--- src/rtl/usb_irq_pkg.sv ---
package usb_irq_pkg;

    localparam int NUM_SRC  = 8;
    localparam int B_STALL  = 7;
    localparam int B_ATTACH = 6;
    localparam int B_RESUME = 5;
    localparam int B_SLEEP  = 4;
    localparam int B_TOKDN  = 3;
    localparam int B_SOF    = 2;
    localparam int B_ERR    = 1;
    localparam int B_BUSRST = 0;

    // status bits in register order, bit 7 first
    typedef struct packed {
        logic stall;
        logic attach;
        logic resume;
        logic sleep;
        logic tok;
        logic sof;
        logic err;
        logic busrst;
    } irq_vec_t;

    // occupancy of the completion queue
    typedef enum logic [1:0] {
        Q_EMPTY  = 2'd0,
        Q_HEAD   = 2'd1,
        Q_FULL   = 2'd2,
        Q_REFILL = 2'd3
    } q_state_e;

    function automatic logic irq_any(input logic [NUM_SRC-1:0] st,
                                     input logic [NUM_SRC-1:0] en);
        return |(st & en);
    endfunction

    function automatic logic q_tok_set(input q_state_e s);
        return (s == Q_HEAD) || (s == Q_FULL);
    endfunction

endpackage

--- src/rtl/usb_irq_err_edge.sv ---
module usb_irq_err_edge
    import usb_irq_pkg::*;
#(
    parameter int ERR_W = 8
) (
    input  logic             clk,
    input  logic             rst,
    input  logic [ERR_W-1:0] err_i,
    output logic             rise_o
);
    logic [ERR_W-1:0] prev_q;
    logic             seen_q;

    always_ff @(posedge clk) begin
        if (rst) begin
            prev_q <= '0;
            seen_q <= 1'b0;
        end else begin
            prev_q <= err_i;
            seen_q <= 1'b1;
        end
    end

    assign rise_o = |(err_i & ~prev_q);

    AST_ERR_STEADY_QUIET: assert property (@(posedge clk) disable iff (rst)
        (seen_q && $stable(err_i)) |-> !rise_o);

endmodule

--- src/rtl/usb_irq_tok_queue.sv ---
module usb_irq_tok_queue
    import usb_irq_pkg::*;
#(
    parameter int WORD_W = 8
) (
    input  logic              clk,
    input  logic              rst,
    input  logic              done_i,
    input  logic [WORD_W-1:0] word_i,
    input  logic              clr_i,
    output logic              tok_o,
    output logic [WORD_W-1:0] word_o,
    output logic              ovf_o
);
    q_state_e          st_q,   st_d;
    logic [WORD_W-1:0] head_q, head_d;
    logic [WORD_W-1:0] hold_q, hold_d;
    logic              ovf_q,  ovf_d;

    always_comb begin
        st_d   = st_q;
        head_d = head_q;
        hold_d = hold_q;
        ovf_d  = ovf_q;
        unique case (st_q)
            Q_EMPTY: begin
                if (done_i) begin
                    st_d   = Q_HEAD;
                    head_d = word_i;
                end
            end
            Q_HEAD: begin
                if (clr_i && done_i) begin
                    head_d = word_i;
                end else if (clr_i) begin
                    st_d   = Q_EMPTY;
                    head_d = '0;
                    ovf_d  = 1'b0;
                end else if (done_i) begin
                    st_d   = Q_FULL;
                    hold_d = word_i;
                end
            end
            Q_FULL: begin
                if (clr_i) begin
                    st_d   = Q_REFILL;
                    head_d = '0;
                end
                if (done_i) begin
                    ovf_d = 1'b1;
                end
            end
            Q_REFILL: begin
                head_d = hold_q;
                if (done_i) begin
                    st_d   = Q_FULL;
                    hold_d = word_i;
                end else begin
                    st_d   = Q_HEAD;
                end
            end
            default: st_d = Q_EMPTY;
        endcase
    end

    always_ff @(posedge clk) begin
        if (rst) begin
            st_q   <= Q_EMPTY;
            head_q <= '0;
            hold_q <= '0;
            ovf_q  <= 1'b0;
        end else begin
            st_q   <= st_d;
            head_q <= head_d;
            hold_q <= hold_d;
            ovf_q  <= ovf_d;
        end
    end

    assign tok_o  = q_tok_set(st_q);
    assign word_o = head_q;
    assign ovf_o  = ovf_q;

    AST_FIRST_LOAD: assert property (@(posedge clk) disable iff (rst)
        (st_q == Q_EMPTY && done_i) |=> (tok_o && word_o == $past(word_i)));
    AST_REFILL_RETURNS: assert property (@(posedge clk) disable iff (rst)
        (st_q == Q_REFILL) |=> tok_o);
    AST_CLEAR_EMPTIES: assert property (@(posedge clk) disable iff (rst)
        (st_q == Q_HEAD && clr_i && !done_i) |=> (!tok_o && word_o == '0));
    AST_NO_SILENT_DROP: assert property (@(posedge clk) disable iff (rst)
        (st_q == Q_FULL && done_i && !clr_i) |=> ovf_o);
    AST_SAME_CYCLE_KEEP: assert property (@(posedge clk) disable iff (rst)
        (st_q == Q_HEAD && clr_i && done_i) |=> (tok_o && word_o == $past(word_i)));

endmodule

--- src/rtl/usb_irq_bits.sv ---
module usb_irq_bits
    import usb_irq_pkg::*;
(
    input  logic               clk,
    input  logic               rst,
    input  logic [NUM_SRC-1:0] set_i,
    input  logic [NUM_SRC-1:0] clr_i,
    input  logic               tok_i,
    output logic [NUM_SRC-1:0] stat_o
);
    for (genvar i = 0; i < NUM_SRC; i++) begin : g_bit
        if (i == B_TOKDN) begin : g_tok
            logic unused_tok;
            assign unused_tok = set_i[i] ^ clr_i[i];
            assign stat_o[i]  = tok_i;
        end else begin : g_flop
            logic bit_q;
            always_ff @(posedge clk) begin
                if (rst) begin
                    bit_q <= 1'b0;
                end else if (set_i[i]) begin
                    bit_q <= 1'b1;
                end else if (clr_i[i]) begin
                    bit_q <= 1'b0;
                end
            end
            assign stat_o[i] = bit_q;

            AST_SET_WINS: assert property (@(posedge clk) disable iff (rst)
                set_i[i] |=> stat_o[i]);
            AST_W1C_CLEARS: assert property (@(posedge clk) disable iff (rst)
                (clr_i[i] && !set_i[i]) |=> !stat_o[i]);
            AST_ZERO_KEEPS: assert property (@(posedge clk) disable iff (rst)
                (stat_o[i] && !clr_i[i]) |=> stat_o[i]);
        end
    end
endmodule

--- src/rtl/usb_irq_status.sv ---
module usb_irq_status
    import usb_irq_pkg::*;
#(
    parameter int WORD_W = 8,
    parameter int ERR_W  = 8
) (
    input  logic              clk,
    input  logic              rst,
    input  logic              host_mode_i,
    input  logic              stall_i,
    input  logic              attach_i,
    input  logic              resume_i,
    input  logic              sleep_i,
    input  logic              sof_i,
    input  logic              bus_rst_i,
    input  logic [ERR_W-1:0]  err_flags_i,
    input  logic              tok_done_i,
    input  logic [WORD_W-1:0] tok_word_i,
    input  logic              otg_irq_i,
    input  logic [7:0]        irq_en_i,
    input  logic              wr_en_i,
    input  logic [7:0]        wr_data_i,
    output logic [7:0]        rd_data_o,
    output logic [WORD_W-1:0] xfer_stat_o,
    output logic              xfer_ovf_o,
    output logic              irq_o
);
    irq_vec_t           set_v;
    logic [NUM_SRC-1:0] clr_v;
    logic [NUM_SRC-1:0] stat_v;
    logic               err_rise;
    logic               tok_bit;

    usb_irq_err_edge #(.ERR_W(ERR_W)) i_err_edge (
        .clk    (clk),
        .rst    (rst),
        .err_i  (err_flags_i),
        .rise_o (err_rise)
    );

    usb_irq_tok_queue #(.WORD_W(WORD_W)) i_tok_queue (
        .clk    (clk),
        .rst    (rst),
        .done_i (tok_done_i),
        .word_i (tok_word_i),
        .clr_i  (wr_en_i && wr_data_i[B_TOKDN]),
        .tok_o  (tok_bit),
        .word_o (xfer_stat_o),
        .ovf_o  (xfer_ovf_o)
    );

    always_comb begin
        set_v        = '0;
        set_v.stall  = stall_i;
        set_v.attach = attach_i && host_mode_i;
        set_v.resume = resume_i;
        set_v.sleep  = sleep_i;
        set_v.tok    = 1'b0;
        set_v.sof    = sof_i;
        set_v.err    = err_rise;
        set_v.busrst = bus_rst_i;
        clr_v        = wr_en_i ? wr_data_i : '0;
    end

    usb_irq_bits i_bits (
        .clk    (clk),
        .rst    (rst),
        .set_i  (set_v),
        .clr_i  (clr_v),
        .tok_i  (tok_bit),
        .stat_o (stat_v)
    );

    assign rd_data_o = stat_v;
    assign irq_o     = irq_any(stat_v, irq_en_i) || otg_irq_i;

    AST_OTG_PASSES: assert property (@(posedge clk) disable iff (rst)
        otg_irq_i |-> irq_o);
    AST_MASKED_QUIET: assert property (@(posedge clk) disable iff (rst)
        (!otg_irq_i && ((rd_data_o & irq_en_i) == 8'h00)) |-> !irq_o);
    AST_ATTACH_HOST_ONLY: assert property (@(posedge clk) disable iff (rst)
        (!host_mode_i && !rd_data_o[B_ATTACH]) |=> !rd_data_o[B_ATTACH]);
    AST_ERR_RISE_SETS: assert property (@(posedge clk) disable iff (rst)
        err_rise |=> rd_data_o[B_ERR]);

endmodule

--- config.mk ---
export PLATFORM = sky130hd
export DESIGN_NAME = usb_irq_status
export DESIGN_NICKNAME = d
export VERILOG_FILES = /design/src/rtl/usb_irq_pkg.sv /design/src/rtl/usb_irq_err_edge.sv /design/src/rtl/usb_irq_tok_queue.sv /design/src/rtl/usb_irq_bits.sv /design/src/rtl/usb_irq_status.sv
export SDC_FILE = /design/constraint.sdc
export NUM_CORES = 1
export LEC_CHECK = 0
export BUFFER_PORTS_ARGS = -buffer_cell sky130_fd_sc_hd__clkbuf_2
export CORE_MARGIN = 1.5
export CORE_UTILIZATION = 40
export DETAILED_ROUTE_END_ITERATION = 8
export PLACE_DENSITY = 0.75
export SYNTH_ARGS = -nofsm -noshare
export SYNTH_HDL_FRONTEND = slang
export SYNTH_SLANG_ARGS = --single-unit
export TNS_END_PERCENT = 30
--- constraint.sdc ---
create_clock -name clk -period 2.4 [get_ports clk]
set_input_delay 0.12 -clock clk [delete_from_list [all_inputs] [get_ports clk]]
set_output_delay 0.12 -clock clk [all_outputs]
set_load 0.05 [all_outputs]
==> flow_metrics.env <==
export IMPL_p_per_area_nw_per_um2=770.2
export IMPL_cts_hold_buffers=0
export IMPL_ys_ff_latch=34
export IMPL_antenna_found_initial=0
export IMPL_io_pins=62
export IMPL_tightest_slew_ps=644.6
export IMPL_ys_seq_area_frac=0.4156
export IMPL_place_congestion=0.7973
export IMPL_htreeDepth=2
export IMPL_grt_ovfl_total=0
export IMPL_routedWlPerCell_um=11.21
export IMPL_grt_usage=0.1617
export IMPL_std_cell_rows=23
export IMPL_syn_area_per_cell_um2=8.148
export IMPL_drv_cap=0
export IMPL_r2r_cells=6
export IMPL_numCtsBuffers=5
export IMPL_cts_resized=0
export IMPL_vias=1475
export IMPL_core_area_um2=3971
export IMPL_setup_viol_count_final=0
export IMPL_clk_insertion_delay_late_ps=280
export IMPL_die_w_um=66.99
export IMPL_r2r_end="i_tok_queue.st_q[1]$_SDFFE_PP0P_"
export IMPL_drv_slew=0
export IMPL_port_buffers=61
export IMPL_worst_slew_margin_rel=0.5703
export IMPL_post_place_ws_ps=598.4
export IMPL_skew_ps=5.487
export IMPL_vdd_drop_max_uv=291.9
export IMPL_crit_fanout=5
export IMPL_path_clk_slew_ps=70
export IMPL_critPathRequiredTime_ps=2280
export IMPL_clock_fmax_ghz=0.5085
export IMPL_intPower_uw=997.0
export IMPL_synth_nets=250
export IMPL_post_cts_buffers=0
export IMPL_die_h_um=66.99
export IMPL_synth_distinct_cells=35
export IMPL_drt_iter0_markers=95
export IMPL_critPathCaptureType="output port"
export IMPL_yosysWarnings=0
export IMPL_drc=0
export IMPL_die_area_um2=4488
export IMPL_worst_slack_ps=433.4
export IMPL_finalHoldViolCount=0
export IMPL_worstReg2RegStart="i_tok_queue.st_q[1]$_SDFFE_PP0P_"
export IMPL_synth_top_area_cell="dfxtp_1"
export IMPL_seqPwrFrac=0.420
export IMPL_num_nets_final=301
export IMPL_leakage_nw=0.8951
export IMPL_yosysTopAreaCellShare=0.4156
export IMPL_synth_cells=201
export IMPL_syn_area_um2=1638
export IMPL_switching_share=0.3530
export IMPL_startpoint_type="flop"
export IMPL_root_buffer="clkbuf_8"
export IMPL_rsz0062_at_grt="false"
export IMPL_diodes=0
export IMPL_arrival_ps=1850
export IMPL_clockBufferDepth=2
export IMPL_area_growth_pct=22.15
export IMPL_ant_nets=0
export IMPL_comb_power_share=0.300
export IMPL_crit_path_end="irq_o"
export IMPL_vias_per_cell=4.868
export IMPL_synth_area_leaders="dfxtp_1, nand2_1, a21oi_1, mux2i_1, o21ai_0"
export IMPL_min_period_ps=1967
export IMPL_cts_sinks=34
export IMPL_crit_start="i_tok_queue.st_q[0]$_SDFFE_PP0P_"
export IMPL_worst_r2r_setup_slack_ps=590
export IMPL_first_pass_iters=5
export IMPL_status="finished, final reports clean"
export IMPL_period_share=0.8194
export IMPL_drt_wl_total_um=3396
export IMPL_grt_pass1_vias=1294
export IMPL_fin_util=0.5038
export IMPL_start_util=0.4124
export IMPL_grt_start_max_net_pins=35
export IMPL_holdCritPathClass="input pin to flop"
export IMPL_hp_start="sleep_i"
export IMPL_drive_gt1_frac=0.2885
export IMPL_grt_pass1_wl_um=5464
export IMPL_timing_worst_setup_path_type="flop to output port"
export IMPL_clkPwrFrac=0.280
export IMPL_power_mw=1.541
export IMPL_p_sw_uw=544.0
export IMPL_cts_tree="done"
export IMPL_hpwl_um=2512
export IMPL_tns_ps=0
-- how the worst min path moves through the flow --
stage                     cells past startpoint                                   endpoint
after floorplan                               2  i_bits.g_bit[0].g_flop.bit_q$_SDFFE_PP0P_
after global placement                        3  i_bits.g_bit[0].g_flop.bit_q$_SDFFE_PP0P_
after detailed placement                      3  i_bits.g_bit[0].g_flop.bit_q$_SDFFE_PP0P_
after CTS                                     3  i_bits.g_bit[4].g_flop.bit_q$_SDFFE_PP0P_
after global routing                          3  i_bits.g_bit[0].g_flop.bit_q$_SDFFE_PP0P_
final                                         3  i_bits.g_bit[4].g_flop.bit_q$_SDFFE_PP0P_
-- sequential cells by signal, summed over array words and instances, names as in the netlist --
| signal | cells |
|---|---|
| i_bits.g_bit.g_flop.bit_q | 7 |
| i_err_edge.prev_q | 8 |
| i_tok_queue.hold_q | 8 |
| i_tok_queue.ovf_o | 1 |
| i_tok_queue.st_q | 2 |
| i_tok_queue.word_o | 8 |
-- Yosys cell counts --
| cell type | instances |
|---|---|
| dfxtp_1 | 34 |
| o22ai_1 | 1 |
| a31o_2 | 1 |
| nand2_1 | 33 |
| a21oi_1 | 18 |
| a221oi_1 | 3 |
| o21ai_2 | 1 |
| nand2b_1 | 1 |
| or3_1 | 1 |
| or4b_1 | 1 |
| ha_1 | 5 |
| a31oi_1 | 1 |
| nand4_1 | 1 |
| nor3_1 | 1 |
| mux2i_1 | 8 |
| o2bb2ai_1 | 1 |
| nor2b_1 | 7 |
| a222oi_1 | 2 |
| a211oi_1 | 1 |
| buf_4 | 8 |
| nand3_1 | 1 |
| buf_6 | 1 |
| a31oi_4 | 1 |
| a41o_1 | 1 |
| nor2_1 | 16 |
| o2111ai_1 | 1 |
| clkbuf_1 | 7 |
| a22oi_1 | 2 |
| o21ai_0 | 16 |
| and2_0 | 8 |
| and4_1 | 1 |
| o21ai_1 | 2 |
| inv_1 | 12 |
| buf_2 | 2 |
| a22o_1 | 1 |
-- power by group through the flow --
stage | Clock, mW | Sequential [mW] | Combinational [mW]
after floorplan | 0 | 0.726 | 0.305
after global placement | 0 | 0.658 | 0.457
after detailed placement | 0 | 0.660 | 0.465
after CTS | 0.445 | 0.647 | 0.466
after global routing | 0.473 | 0.654 | 0.510
final | 0.431 | 0.647 | 0.463
-- layer usage --
layer / vias to the layer above / routed length [um] / track usage
li1: 773 / - / -
met1: 656 / 1485 / 0.1771
met2: 41 / 1652 / 0.2838
met3: 5 / 199 / 0.04223
met4: 0 / 58 / 0.08418
met5: - / 0 / 0
-- final cells by class --
type / count / area (um2)
Fill cell: 397 / 1971
Multi-Input combinational cell: 137 / 804.5
Sequential cell: 34 / 680.7
Timing Repair Buffer: 62 / 312.8
Clock buffer: 6 / 82.58
Tap cell: 50 / 62.56
Inverter: 12 / 45.04
Clock inverter: 2 / 12.51
-- kinds of logic after synthesis --
kind of cell / synth area share
adder cells (fa/ha/maj): 0.03820
buffers and inverters: 0.09320
multiplexers: 0.04889
AO/OA/AOI/OAI: 0.2055
AND/OR/NAND/NOR: 0.1986
flip-flops: 0.4156
-- worst max-delay path, cell delays in order (launching register included) --
cell and delay (ps):
dfxtp_1 360, inv_1 110, ha_1 340, a22o_1 190
a221oi_1 210, nand3_1 100, clkbuf_2 250
-- cell usage in the layout, fill, tap and decap left out, types with 2 or more instances in the layout --
master	Yosys	final
a21oi_1	18	18
a221oi_1	3	3
a222oi_1	2	2
a22oi_1	2	2
and2_0	8	8
clkbuf_2	0	61
clkbuf_8	0	6
dfxtp_1	34	34
ha_1	5	5
inv_1	12	12
mux2i_1	8	8
nand2_1	33	33
nor2_1	16	16
nor2b_1	7	7
o21ai_0	16	16
o21ai_1	2	2
-- metrics by stage --
step / hold slack [ps] / cells / instance area [um2]
detailed placement: 335.2 / 295 / 1906
floorplan: 237.4 / 201 / 1638
CTS: 41.41 / 303 / 2001
global route: 36.46 / 303 / 2001
global placement: 324.2 / 295 / 1906
finish: 41.89 / 303 / 2001
Note: power is estimated with default switching activity, not from simulation.
